==> config.mk <==
export PLATFORM = sky130hd
export DESIGN_NAME = blit_seq
export DESIGN_NICKNAME = d
export VERILOG_FILES = /design/src/rtl/blit_pkg.sv /design/src/rtl/blit_regs.sv /design/src/rtl/blit_addr_step.sv /design/src/rtl/blit_walker.sv /design/src/rtl/blit_seq.sv
export SDC_FILE = /design/constraint.sdc
export NUM_CORES = 1
export LEC_CHECK = 0
export ABC_CLOCK_PERIOD_IN_PS = 19900
export BUFFER_PORTS_ARGS = -buffer_cell sky130_fd_sc_hd__buf_2
export CORE_MARGIN = 2
export CORE_UTILIZATION = 28
export DETAILED_ROUTE_END_ITERATION = 16
export SLEW_MARGIN = 10
export SYNTH_ARGS = -nofsm -noshare
export SYNTH_HDL_FRONTEND = slang
export SYNTH_SLANG_ARGS = --single-unit
==> constraint.sdc <==
create_clock -name clk -period 19.9 [get_ports clk]
set_input_delay 0.995 -clock clk [delete_from_list [all_inputs] [get_ports clk]]
set_output_delay 0.995 -clock clk [all_outputs]
set_load 0.02 [all_outputs]
==> src/rtl/blit_pkg.sv <==
package blit_pkg;
  typedef enum logic [2:0] {
    SEL_PITCH = 3'd0,
    SEL_SRC   = 3'd1,
    SEL_DST   = 3'd2,
    SEL_PAT   = 3'd3,
    SEL_CTRL  = 3'd4,
    SEL_SIZE  = 3'd5
  } reg_sel_e;

  typedef enum logic [1:0] {
    ST_IDLE  = 2'd0,
    ST_READ  = 2'd1,
    ST_WRITE = 2'd2
  } walk_state_e;

  localparam int CTL_YINC_BIT = 8;
  localparam int CTL_XINC_BIT = 9;
  localparam int CTL_ROW_LSB  = 16;
  localparam int CTL_BUSY_BIT = 20;
  localparam int HI_FIELD_LSB = 16;
  localparam int PAT_IDX_W    = 3;
endpackage

==> src/rtl/blit_regs.sv <==
module blit_regs
  import blit_pkg::*;
#(
  parameter int AW = 21,
  parameter int PW = 12,
  parameter int CW = 12,
  parameter int DW = 32
) (
  input  logic                 clk,
  input  logic                 rst_n,
  input  logic                 wr_en,
  input  logic [2:0]           wr_sel,
  input  logic [DW-1:0]        wr_data,
  input  logic [2:0]           rd_sel,
  input  logic                 busy,
  output logic [DW-1:0]        rd_data,
  output logic [AW-1:0]        src_base,
  output logic [AW-1:0]        dst_base,
  output logic [AW-1:0]        pat_base,
  output logic [PW-1:0]        src_pitch,
  output logic [PW-1:0]        dst_pitch,
  output logic [CW-1:0]        width,
  output logic [CW-1:0]        height,
  output logic                 x_inc,
  output logic                 y_inc,
  output logic [PAT_IDX_W-1:0] row0,
  output logic                 start
);
  localparam int CTLW = CTL_BUSY_BIT;

  logic [AW-1:0]   src_q, src_d, dst_q, dst_d, pat_q, pat_d;
  logic [PW-1:0]   sp_q, sp_d, dp_q, dp_d;
  logic [CW-1:0]   w_q, w_d, h_q, h_d;
  logic [CTLW-1:0] ctl_q, ctl_d;
  logic            wr_ok;
  logic [CW-1:0]   new_w, new_h;

  assign wr_ok = wr_en && !busy;
  assign new_w = wr_data[CW-1:0];
  assign new_h = wr_data[HI_FIELD_LSB+CW-1:HI_FIELD_LSB];

  always_comb begin
    src_d = src_q;
    dst_d = dst_q;
    pat_d = pat_q;
    sp_d  = sp_q;
    dp_d  = dp_q;
    w_d   = w_q;
    h_d   = h_q;
    ctl_d = ctl_q;
    if (wr_ok) begin
      case (wr_sel)
        SEL_PITCH: begin
          sp_d = wr_data[PW-1:0];
          dp_d = wr_data[HI_FIELD_LSB+PW-1:HI_FIELD_LSB];
        end
        SEL_SRC:  src_d = wr_data[AW-1:0];
        SEL_DST:  dst_d = wr_data[AW-1:0];
        SEL_PAT:  pat_d = wr_data[AW-1:0];
        SEL_CTRL: ctl_d = wr_data[CTLW-1:0];
        SEL_SIZE: begin
          w_d = new_w;
          h_d = new_h;
        end
        default: ;
      endcase
    end
  end

  always_ff @(posedge clk or negedge rst_n) begin
    if (!rst_n) begin
      src_q <= '0;
      dst_q <= '0;
      pat_q <= '0;
      sp_q  <= '0;
      dp_q  <= '0;
      w_q   <= '0;
      h_q   <= '0;
      ctl_q <= '0;
    end else if (wr_ok) begin
      src_q <= src_d;
      dst_q <= dst_d;
      pat_q <= pat_d;
      sp_q  <= sp_d;
      dp_q  <= dp_d;
      w_q   <= w_d;
      h_q   <= h_d;
      ctl_q <= ctl_d;
    end
  end

  assign start = wr_ok && (wr_sel == SEL_SIZE) && (new_w != '0) && (new_h != '0);

  always_comb begin
    rd_data = '0;
    case (rd_sel)
      SEL_PITCH: begin
        rd_data[PW-1:0] = sp_q;
        rd_data[HI_FIELD_LSB+PW-1:HI_FIELD_LSB] = dp_q;
      end
      SEL_SRC:  rd_data[AW-1:0] = src_q;
      SEL_DST:  rd_data[AW-1:0] = dst_q;
      SEL_PAT:  rd_data[AW-1:0] = pat_q;
      SEL_CTRL: begin
        rd_data[CTLW-1:0]    = ctl_q;
        rd_data[CTL_BUSY_BIT] = busy;
      end
      SEL_SIZE: begin
        rd_data[CW-1:0] = w_q;
        rd_data[HI_FIELD_LSB+CW-1:HI_FIELD_LSB] = h_q;
      end
      default: ;
    endcase
  end

  assign src_base  = src_q;
  assign dst_base  = dst_q;
  assign pat_base  = pat_q;
  assign src_pitch = sp_q;
  assign dst_pitch = dp_q;
  assign width     = w_q;
  assign height    = h_q;
  assign x_inc     = ctl_q[CTL_XINC_BIT];
  assign y_inc     = ctl_q[CTL_YINC_BIT];
  assign row0      = ctl_q[CTL_ROW_LSB+PAT_IDX_W-1:CTL_ROW_LSB];
endmodule

==> src/rtl/blit_addr_step.sv <==
module blit_addr_step #(
  parameter int AW = 21,
  parameter int PW = 12
) (
  input  logic          clk,
  input  logic          rst_n,
  input  logic          load,
  input  logic [AW-1:0] base,
  input  logic [PW-1:0] pitch,
  input  logic          x_inc,
  input  logic          y_inc,
  input  logic          step_byte,
  input  logic          step_line,
  output logic [AW-1:0] addr
);
  localparam int PAD = AW - PW;

  logic [AW-1:0] line_q, line_d, cur_q, cur_d;
  logic [AW-1:0] pitch_ext, next_line;
  logic          en;

  assign pitch_ext = {{PAD{1'b0}}, pitch};
  assign next_line = y_inc ? (line_q + pitch_ext) : (line_q - pitch_ext);
  assign en        = load || step_byte || step_line;

  always_comb begin
    line_d = line_q;
    cur_d  = cur_q;
    if (load) begin
      line_d = base;
      cur_d  = base;
    end else if (step_line) begin
      line_d = next_line;
      cur_d  = next_line;
    end else if (step_byte) begin
      cur_d = x_inc ? (cur_q + 1'b1) : (cur_q - 1'b1);
    end
  end

  always_ff @(posedge clk or negedge rst_n) begin
    if (!rst_n) begin
      line_q <= '0;
      cur_q  <= '0;
    end else if (en) begin
      line_q <= line_d;
      cur_q  <= cur_d;
    end
  end

  assign addr = cur_q;
endmodule

==> src/rtl/blit_walker.sv <==
module blit_walker
  import blit_pkg::*;
#(
  parameter int CW = 12
) (
  input  logic                 clk,
  input  logic                 rst_n,
  input  logic                 start,
  input  logic [CW-1:0]        width,
  input  logic [CW-1:0]        height,
  input  logic [PAT_IDX_W-1:0] row0,
  input  logic                 mem_ready,
  output logic                 busy,
  output logic                 mem_valid,
  output logic                 mem_write,
  output logic                 load,
  output logic                 step_byte,
  output logic                 step_line,
  output logic [PAT_IDX_W-1:0] pat_row,
  output logic [PAT_IDX_W-1:0] pat_col
);
  walk_state_e          st_q, st_d;
  logic [CW-1:0]        x_q, x_d, y_q, y_d;
  logic [PAT_IDX_W-1:0] row_q, row_d;
  logic                 last_x, last_y, en;

  assign last_x = (x_q == width - 1'b1);
  assign last_y = (y_q == height - 1'b1);

  always_comb begin
    st_d      = st_q;
    x_d       = x_q;
    y_d       = y_q;
    row_d     = row_q;
    load      = 1'b0;
    step_byte = 1'b0;
    step_line = 1'b0;
    case (st_q)
      ST_IDLE: begin
        if (start) begin
          load  = 1'b1;
          st_d  = ST_READ;
          x_d   = '0;
          y_d   = '0;
          row_d = row0;
        end
      end
      ST_READ: begin
        if (mem_ready) st_d = ST_WRITE;
      end
      ST_WRITE: begin
        if (mem_ready) begin
          if (last_x) begin
            if (last_y) begin
              st_d = ST_IDLE;
            end else begin
              step_line = 1'b1;
              x_d   = '0;
              y_d   = y_q + 1'b1;
              row_d = row_q + 1'b1;
              st_d  = ST_READ;
            end
          end else begin
            step_byte = 1'b1;
            x_d  = x_q + 1'b1;
            st_d = ST_READ;
          end
        end
      end
      default: st_d = ST_IDLE;
    endcase
  end

  assign en = (st_q != ST_IDLE) ? mem_ready : start;

  always_ff @(posedge clk or negedge rst_n) begin
    if (!rst_n) begin
      st_q  <= ST_IDLE;
      x_q   <= '0;
      y_q   <= '0;
      row_q <= '0;
    end else if (en) begin
      st_q  <= st_d;
      x_q   <= x_d;
      y_q   <= y_d;
      row_q <= row_d;
    end
  end

  assign busy      = (st_q != ST_IDLE);
  assign mem_valid = busy;
  assign mem_write = (st_q == ST_WRITE);
  assign pat_row   = row_q;
  assign pat_col   = x_q[PAT_IDX_W-1:0];
endmodule

==> src/rtl/blit_seq.sv <==
module blit_seq
  import blit_pkg::*;
#(
  parameter int AW = 21,
  parameter int PW = 12,
  parameter int CW = 12,
  parameter int DW = 32
) (
  input  logic                 clk,
  input  logic                 rst_n,
  input  logic                 wr_en,
  input  logic [2:0]           wr_sel,
  input  logic [DW-1:0]        wr_data,
  input  logic [2:0]           rd_sel,
  output logic [DW-1:0]        rd_data,
  output logic                 busy,
  output logic                 mem_valid,
  output logic                 mem_write,
  output logic [AW-1:0]        mem_addr,
  input  logic                 mem_ready,
  output logic [AW-1:0]        pat_base,
  output logic [PAT_IDX_W-1:0] pat_row,
  output logic [PAT_IDX_W-1:0] pat_col
);
  localparam int NCH = 2;

  logic                 rst_meta, rst_q;
  logic [AW-1:0]        base_a  [NCH];
  logic [PW-1:0]        pitch_a [NCH];
  logic [AW-1:0]        addr_a  [NCH];
  logic                 x_inc, y_inc, start, load, step_byte, step_line;
  logic [CW-1:0]        width, height;
  logic [PAT_IDX_W-1:0] row0;

  always_ff @(posedge clk or negedge rst_n) begin
    if (!rst_n) begin
      rst_meta <= 1'b0;
      rst_q    <= 1'b0;
    end else begin
      rst_meta <= 1'b1;
      rst_q    <= rst_meta;
    end
  end

  blit_regs #(.AW(AW), .PW(PW), .CW(CW), .DW(DW)) u_regs (
    .clk       (clk),
    .rst_n     (rst_q),
    .wr_en     (wr_en),
    .wr_sel    (wr_sel),
    .wr_data   (wr_data),
    .rd_sel    (rd_sel),
    .busy      (busy),
    .rd_data   (rd_data),
    .src_base  (base_a[0]),
    .dst_base  (base_a[1]),
    .pat_base  (pat_base),
    .src_pitch (pitch_a[0]),
    .dst_pitch (pitch_a[1]),
    .width     (width),
    .height    (height),
    .x_inc     (x_inc),
    .y_inc     (y_inc),
    .row0      (row0),
    .start     (start)
  );

  blit_walker #(.CW(CW)) u_walk (
    .clk       (clk),
    .rst_n     (rst_q),
    .start     (start),
    .width     (width),
    .height    (height),
    .row0      (row0),
    .mem_ready (mem_ready),
    .busy      (busy),
    .mem_valid (mem_valid),
    .mem_write (mem_write),
    .load      (load),
    .step_byte (step_byte),
    .step_line (step_line),
    .pat_row   (pat_row),
    .pat_col   (pat_col)
  );

  for (genvar ch = 0; ch < NCH; ch++) begin : g_chan
    blit_addr_step #(.AW(AW), .PW(PW)) u_step (
      .clk       (clk),
      .rst_n     (rst_q),
      .load      (load),
      .base      (base_a[ch]),
      .pitch     (pitch_a[ch]),
      .x_inc     (x_inc),
      .y_inc     (y_inc),
      .step_byte (step_byte),
      .step_line (step_line),
      .addr      (addr_a[ch])
    );
  end

  assign mem_addr = mem_write ? addr_a[1] : addr_a[0];
endmodule

==> run_results.csv, run 1 <==
group,metric,value,unit
route,via_per_inst,5.51,
layout,finish.net_count,1900,
route,ant_nets,0,
sta,finalHoldViolations,0,
yosys,yosysWarnings,0,
clock_tree,worstSkewPairLatency,0.57,ns
yosys,syn_inst,1684,
clock_tree,cts_inserted_buffers,28,
yosys,yosysTopAreaCell,"dfrtp_1",
placed_design,gp_congestion,0.890,
grt,grt_pass1_wl,81900,microns
power,clockPowerShare,13.8,%
sta,fmax,0.201,GHz
clock_tree,cts_sinks,246,
die,dieArea,60300,sq um
placed_design,dp.cells,2502,
yosys,synth_top_area_share,37.7,%
yosys,yosysUniqueCellTypes,79,
layout,drive_above_1_share,20.7,%
clock_tree,post_cts_buffers,0,
yosys,synth_area,16300,sq um
sta,hold_ws,0.196,ns
grt,grt_usage,17.3,%
yosys,synth_most_common_cell,"dfrtp_1",
status,status,"finished clean",
critical_path,path_class,"reg -> reg",
clock_tree,htree_levels,1,
route,vias,14000,
power,switching_share,46.7,%
power,vdd.ir_drop.worst,0.0793,mV
layout,fin_cells,2550,
sta,skew,0.0241,ns
yosys,yosysSeqAreaShare,37.7,%
route,wl_per_cell,20.8,microns
clock_tree,cts.path.max_buffers,3,
sta,drv_slew,0,
route,drc,0,
die,start_util,28.3,%
yosys,async_flop_share,100,%
job,max_cap_viol_count,0,
sta,final-setup-viol-count,0,
sta,timing.final.crit_share,25.0,%
critical_path,cp.arrival,5.39,ns
route,dr.pass1.iters,5,
critical_path,cp_max_fo,7,
grt,antenna_found_initial,3,
power,combinationalPowerShare,59.4,%
placed_design,dp_hpwl,38800,microns
clock_tree,cts_resized,0,
die,die-width,246,microns
clock_tree,cts-root-buf,"clkbuf_16",
critical_path,worstSetupEndpointType,"flip-flop",
grt,grt-ovfl-total,0,
sta,timing.slew.headroom,28.5,%
die,core,57700,sq um
yosys,synthFlopType,"dfrtp_1",
sta,tightest_slew,1.07,ns
layout,area_delta_synth_final,14.2,%
clock_tree,cts_hold_buf,0,
clock_tree,clk_pin_slew,0.06,ns
critical_path,crit_path_start_kind,"flip-flop",
yosys,synthTopCellsByCount,"dfrtp_1 (246), mux2_2 (147), a21oi_1 (118), nand2_1 (111), ha_1 (87)",
worst_hold_path,hold_path_class,"in -> async",
grt,grt_max_degree,82,
placed_design,io_buffer_count,116,
power,p_sw,1750,uW
power,power_density,201,nW/um^2
die,die_h,246,microns
clock_tree,cts_tree,"yes",
power,intPower,2000,uW
yosys,synth_area_leaders,"dfrtp_1 (38%), mux2_2 (10%), ha_1 (6.7%)",
power,p_leak,0.00820,uW
route,drt_iter0_markers,995,
yosys,syn_avg_cell_area,9.70,sq um
yosys,synth_edf_count,0,
sta,setup_tns,0,ns
route,routed_wl,53100,microns
power,seqPwrFrac,26.9,%
yosys,ys_seq_elements,246,
grt,grt_pass1_vias,13800,
die,boundaryPins,125,
sta,grt_setup_unrepaired,"no",
critical_path,cp_data_required_time,20.31,ns
sta,final.min_clock_period,4.98,ns
die,rows,88,
power groups by stage:
stage	Sequential (uW)	Clock [uW]	Combinational (uW)
6_report	1010	516	2230
5_1_grt	1040	544	2490
4_1_cts	1010	524	2220
3_5_place_dp	1010	0	2200
3_3_place_gp	1000	0	2160
2_1_floorplan	921	0	1730
cells in the final DEF (no fill, tap or decap), drive strengths merged, types with 10 or more instances in the layout:
master and count:
o211ai 11, nand2b 10, a22o 13, xor2 66, buf 139, xnor2 59, nor2 76, or3 10
nand4 23, o21ai 86, nor3 29, a21o 59, o21bai 11, a31oi 20, inv 57, mux2 147
o22a 28, o21a 15, nor4 24, ha 87, nand3 51, nand2 112, clkbuf 42, dfrtp 246
a22oi 69, a21oi 119, and3 19
final cells by class:
cell class / count / area (sq um)
clock buffers: 42 / 865
flip-flops and latches: 246 / 6160
diodes: 1 / 2.50
clock inverters: 5 / 30.0
repair buffers: 139 / 753
multi-input cells: 1295 / 9670
well taps: 765 / 957
fillers: 5951 / 39000
inverters: 57 / 214
path summary, 6_finish.rpt:
| kind | startpoint | endpoint | slack, ns | cells past startpoint |
|---|---|---|---|---|
| setup / recovery | u_regs.src_pitch[4]$_DFFE_PN0P_ | g_chan[0].u_step.addr[20]$_DFFE_PN0P_ | 14.92 | 14 |
| hold / removal | rst_n | rst_meta$_DFF_PN0_ | 0.20 | 1 |
| setup reg to reg | u_regs.src_pitch[4]$_DFFE_PN0P_ | g_chan[0].u_step.addr[20]$_DFFE_PN0P_ | 14.92 | 14 |
| hold reg to reg | rst_q$_DFF_PN0_ | u_walk.y_q[11]$_DFFE_PN0P_ | 0.26 | 0 |
| max in group asynchronous | rst_q$_DFF_PN0_ | u_regs.width[6]$_DFFE_PN0P_ | 17.20 | 2 |
| min in group clk | rst_meta$_DFF_PN0_ | rst_q$_DFF_PN0_ | 0.36 | 0 |
worst max-delay path, cell delays in order (launching register included):
cell       delay, ns
dfrtp_1         0.43
or4_1           0.63
or3_1           0.37
nor3_1          0.54
a21oi_1         0.18
xnor2_1         0.18
ha_1            0.40
a21o_1          0.19
a21oi_1         0.19
o2111ai_1       0.13
o211ai_1        0.19
a311oi_1        0.20
or4b_2          0.64
a32oi_1         0.42
o21ai_0         0.15
metrics by stage:
step | instance area, sq um | util, % | total power, uW | setup slack [ns]
2_1_floorplan | 16300 | - | 2650 | 12.54
3_3_place_gp | 17700 | 30.8 | 3160 | 15.06
3_5_place_dp | 17700 | 30.8 | 3210 | 14.95
4_1_cts | 18600 | 32.3 | 3750 | 14.97
5_1_grt | 18600 | 32.3 | 4070 | 14.58
6_report | 18600 | 32.3 | 3750 | 14.92
layer usage:
metal | vias to the layer above | GRT usage, % | wire, microns
met5 | - | 0 | 0
met4 | 0 | 5.94 | 1720
met3 | 89 | 2.76 | 3220
met2 | 448 | 27.0 | 23600
met1 | 7031 | 24.4 | 24600
li1 | 6479 | - | -
kinds of logic after synthesis:
logic type,after synthesis,synth area share (%)
DFF,246,37.7
adders and majority gates,91,7.15
other,2,0.0460
xor gates and xnor gates,125,6.70
and+or+nand+nor,397,12.3
buffers and inverters,146,3.65
muxes,151,10.4
AOI/OAI and AO/OA,526,22.1
sequential cells by signal (all words and copies together) (netlist names):
| name | flops |
|---|---|
| u_regs.dst_base | 21 |
| u_walk.x_q | 12 |
| u_regs.src_base | 21 |
| rst_meta | 1 |
| u_regs.pat_base | 21 |
| u_walk.pat_row | 3 |
| u_regs.dst_pitch | 12 |
| u_regs.src_pitch | 12 |
| u_regs.width | 12 |
| u_regs.ctl_q | 20 |
| g_chan.u_step.addr | 42 |
| u_regs.height | 12 |
| g_chan.u_step.line_q | 42 |
| rst_q | 1 |
| u_walk.y_q | 12 |
| u_walk.st_q | 2 |
Power figures use the tool's default switching activity.
==> inputs of run 2 (changes only) <==
--- a/config.mk
+++ b/config.mk
@@ -5,7 +5,7 @@
 export SDC_FILE = /design/constraint.sdc
 export NUM_CORES = 1
 export LEC_CHECK = 0
-export ABC_CLOCK_PERIOD_IN_PS = 19900
+export ABC_CLOCK_PERIOD_IN_PS = 4730
 export BUFFER_PORTS_ARGS = -buffer_cell sky130_fd_sc_hd__buf_2
 export CORE_MARGIN = 2
 export CORE_UTILIZATION = 28
==> constraint.sdc (replaced) <==
create_clock -name clk -period 4.73 [get_ports clk]
set_input_delay 0.2365 -clock clk [delete_from_list [all_inputs] [get_ports clk]]
set_output_delay 0.2365 -clock clk [all_outputs]
set_load 0.02 [all_outputs]
==> run 2 against run 1 <==
  * Largest cell class unchanged
  * Non-clock buffer count increased by 37
  * Total power increased to 4.3 times the previous value
  * Clock skew decreased by 0.0059 ns
  * Flip-flop and latch count unchanged
  * Highest routed layer is now met5
==> run_results.csv, run 2 (synthesized netlist as in run 1, its figures left out) <==
group,metric,value,unit
critical_path,path_class,"reg -> reg",
route,routed_wl,53800,microns
status,status,"finished clean",
grt,grt-busiest-layer,"met2",
placed_design,gp_congestion,0.919,
grt,grt_use_met1,25.0,%
worst_hold_path,holdPathEnd,"u_regs.width[1]$_DFFE_PN0P_",
critical_path,cp.arrival,4.77,ns
route,dr.pass1.iters,5,
sta,drv_slew,0,
layout,area_delta_synth_final,16.7,%
placed_design,dp.cells,2522,
clock_tree,cts_inserted_buffers,28,
placed_design,dp_hpwl,39800,microns
critical_path,r2r-end,"g_chan[0].u_step.addr[20]$_DFFE_PN0P_",
clock_tree,cts.path.max_buffers,3,
sta,tightest_slew,1.18,ns
route,drc,0,
route,via_per_inst,5.47,
worst_hold_path,min_from,"wr_data[1]",
critical_path,cp_num_buf_inv,0,
clock_tree,post_cts_buffers,0,
layout,finish.net_count,1937,
layout,drive_above_1_share,21.7,%
power,finalPower,16100,uW
layout,nFillCells,5952,
die,die-width,246,microns
layout,utilization,33.0,%
grt,antenna_found_initial,6,
clock_tree,htree_levels,1,
die,boundaryPins,125,
clock_tree,cts_hold_buf,17,
sta,grt_setup_unrepaired,"no",
critical_path,reg2reg_from,"u_regs.src_pitch[3]$_DFFE_PN0P_",
sta,fmax,0.230,GHz
die,rows,88,
critical_path,crit_path_start_kind,"flip-flop",
critical_path,cp_data_required_time,5.16,ns
sta,timing.slew.headroom,20.8,%
sta,final.min_clock_period,4.35,ns
power,power_density,844,nW/um^2
die,dieArea,60300,sq um
critical_path,path_cells,"or4_1 -> or3_1 -> nor3_1 -> a21oi_1 -> xnor2_1 -> ha_1 -> a21o_1 -> a21oi_1 -> o2111ai_1 -> o211ai_1 -> a311oi_1 -> or4b_2 -> a32oi_1 -> o21ai_0",
placed_design,io_buffer_count,116,
layout,final_common_cell,"dfrtp_1",
route,vias,14200,
clock_tree,cts_resized,0,
sta,setup_tns,0,ns
critical_path,rrSetupSlack,0.38,ns
grt,grt_use_met3,2.77,%
critical_path,worst_r2r_path_depth,14,
power,vdd.ir_drop.worst,0.338,mV
critical_path,critPathSlowestCell,"or4_1",
grt,grt_usage,17.7,%
critical_path,max_stage_delay,0.63,ns
grt,grt_pass1_vias,14000,
sta,skew,0.0183,ns
grt,grt_use_met2,27.4,%
sta,final-setup-viol-count,0,
worst_hold_path,hold_path_class,"in -> reg",
job,max_cap_viol_count,0,
route,drt_iter0_markers,1082,
worst_hold_path,holdPathStages,3,
grt,grt_pass1_wl,83500,microns
route,wl_per_cell,20.8,microns
clock_tree,clk_pin_slew,0.06,ns
clock_tree,worstSkewPairLatency,0.57,ns
critical_path,crit_top_cell,"a21oi_1",
layout,layout_common_cells,"dfrtp_1 (245), mux2_2 (147), a21oi_1 (118)",
critical_path,worstSetupEndpointType,"flip-flop",
critical_path,cp_top_family,"simple AND/OR/NAND/NOR gates",
layout,fin_cells,2591,
sta,timing.final.crit_share,91.9,%
die,die_h,246,microns
critical_path,cp_max_fo,6,
clock_tree,cts_sinks,246,
sta,hold_ws,0.0112,ns
route,ant_nets,0,
die,start_util,28.3,%
grt,grt-ovfl-total,0,
sta,finalHoldViolations,0,
die,core,57700,sq um
grt,grt_max_degree,156,
clock_tree,cts_tree,"yes",
power,p_leak,0.00841,uW
clock_tree,cts-root-buf,"clkbuf_16",
==> run 2: layout make-up <==
class,instances,area (sq um),area share (%)
multi-input combinational,1295,9660,50.7
sequential,246,6160,32.3
timing repair buffer,176,1090,5.70
tap,765,957,5.02
clock buffer,36,802,4.21
inverter,57,214,1.12
clock inverter,14,180,0.945
antenna,2,5.00,0.0263
==> run 2: worst max-delay path by stage <==
stage	startpoint	depth (start not counted)	to
after global placement	u_regs.src_pitch[4]$_DFFE_PN0P_	14	g_chan[0].u_step.addr[20]$_DFFE_PN0P_
after CTS	u_regs.src_pitch[4]$_DFFE_PN0P_	14	g_chan[0].u_step.addr[20]$_DFFE_PN0P_
after detailed placement	u_regs.src_pitch[4]$_DFFE_PN0P_	14	g_chan[0].u_step.addr[20]$_DFFE_PN0P_
final	u_regs.src_pitch[3]$_DFFE_PN0P_	14	g_chan[0].u_step.addr[20]$_DFFE_PN0P_
after floorplan	u_regs.src_pitch[5]$_DFFE_PN0P_	15	g_chan[0].u_step.addr[20]$_DFFE_PN0P_
after global routing	u_regs.src_pitch[4]$_DFFE_PN0P_	14	g_chan[0].u_step.addr[20]$_DFFE_PN0P_
==> run 2: routing by layer <==
layer  wire length (microns)  part of all wire (%)
met5                      23                 0.043
met4                    1660                   3.1
met3                    3400                   6.3
met2                   23600                    44
met1                   25100                    47
==> run 2: worst register-to-register path: cells and delay by family, from the launching register on <==
family | cells | cell delay, ns
xor gates and xnor gates | 1 | 0.17
and+or+nand+nor | 4 | 1.89
DFF | 1 | 0.45
AOI/OAI and AO/OA | 8 | 1.38
adders and majority gates | 1 | 0.32
==> run 2: metrics by stage <==
stage | cell area [sq um] | worst slack [ns]
final | 19100 | 0.384
after global routing | 19100 | 0.101
after CTS | 19100 | 0.505
after detailed placement | 17900 | 0.510
after global placement | 17900 | 0.467
after floorplan | 16300 | 0.553
==> run 2: report_power, final <==
part	internal, uW	total, uW	switching (uW)
Sequential	3070	4230	1170
Combinational	4180	9530	5350
Clock	1410	2330	919
Total	8650	16100	7440
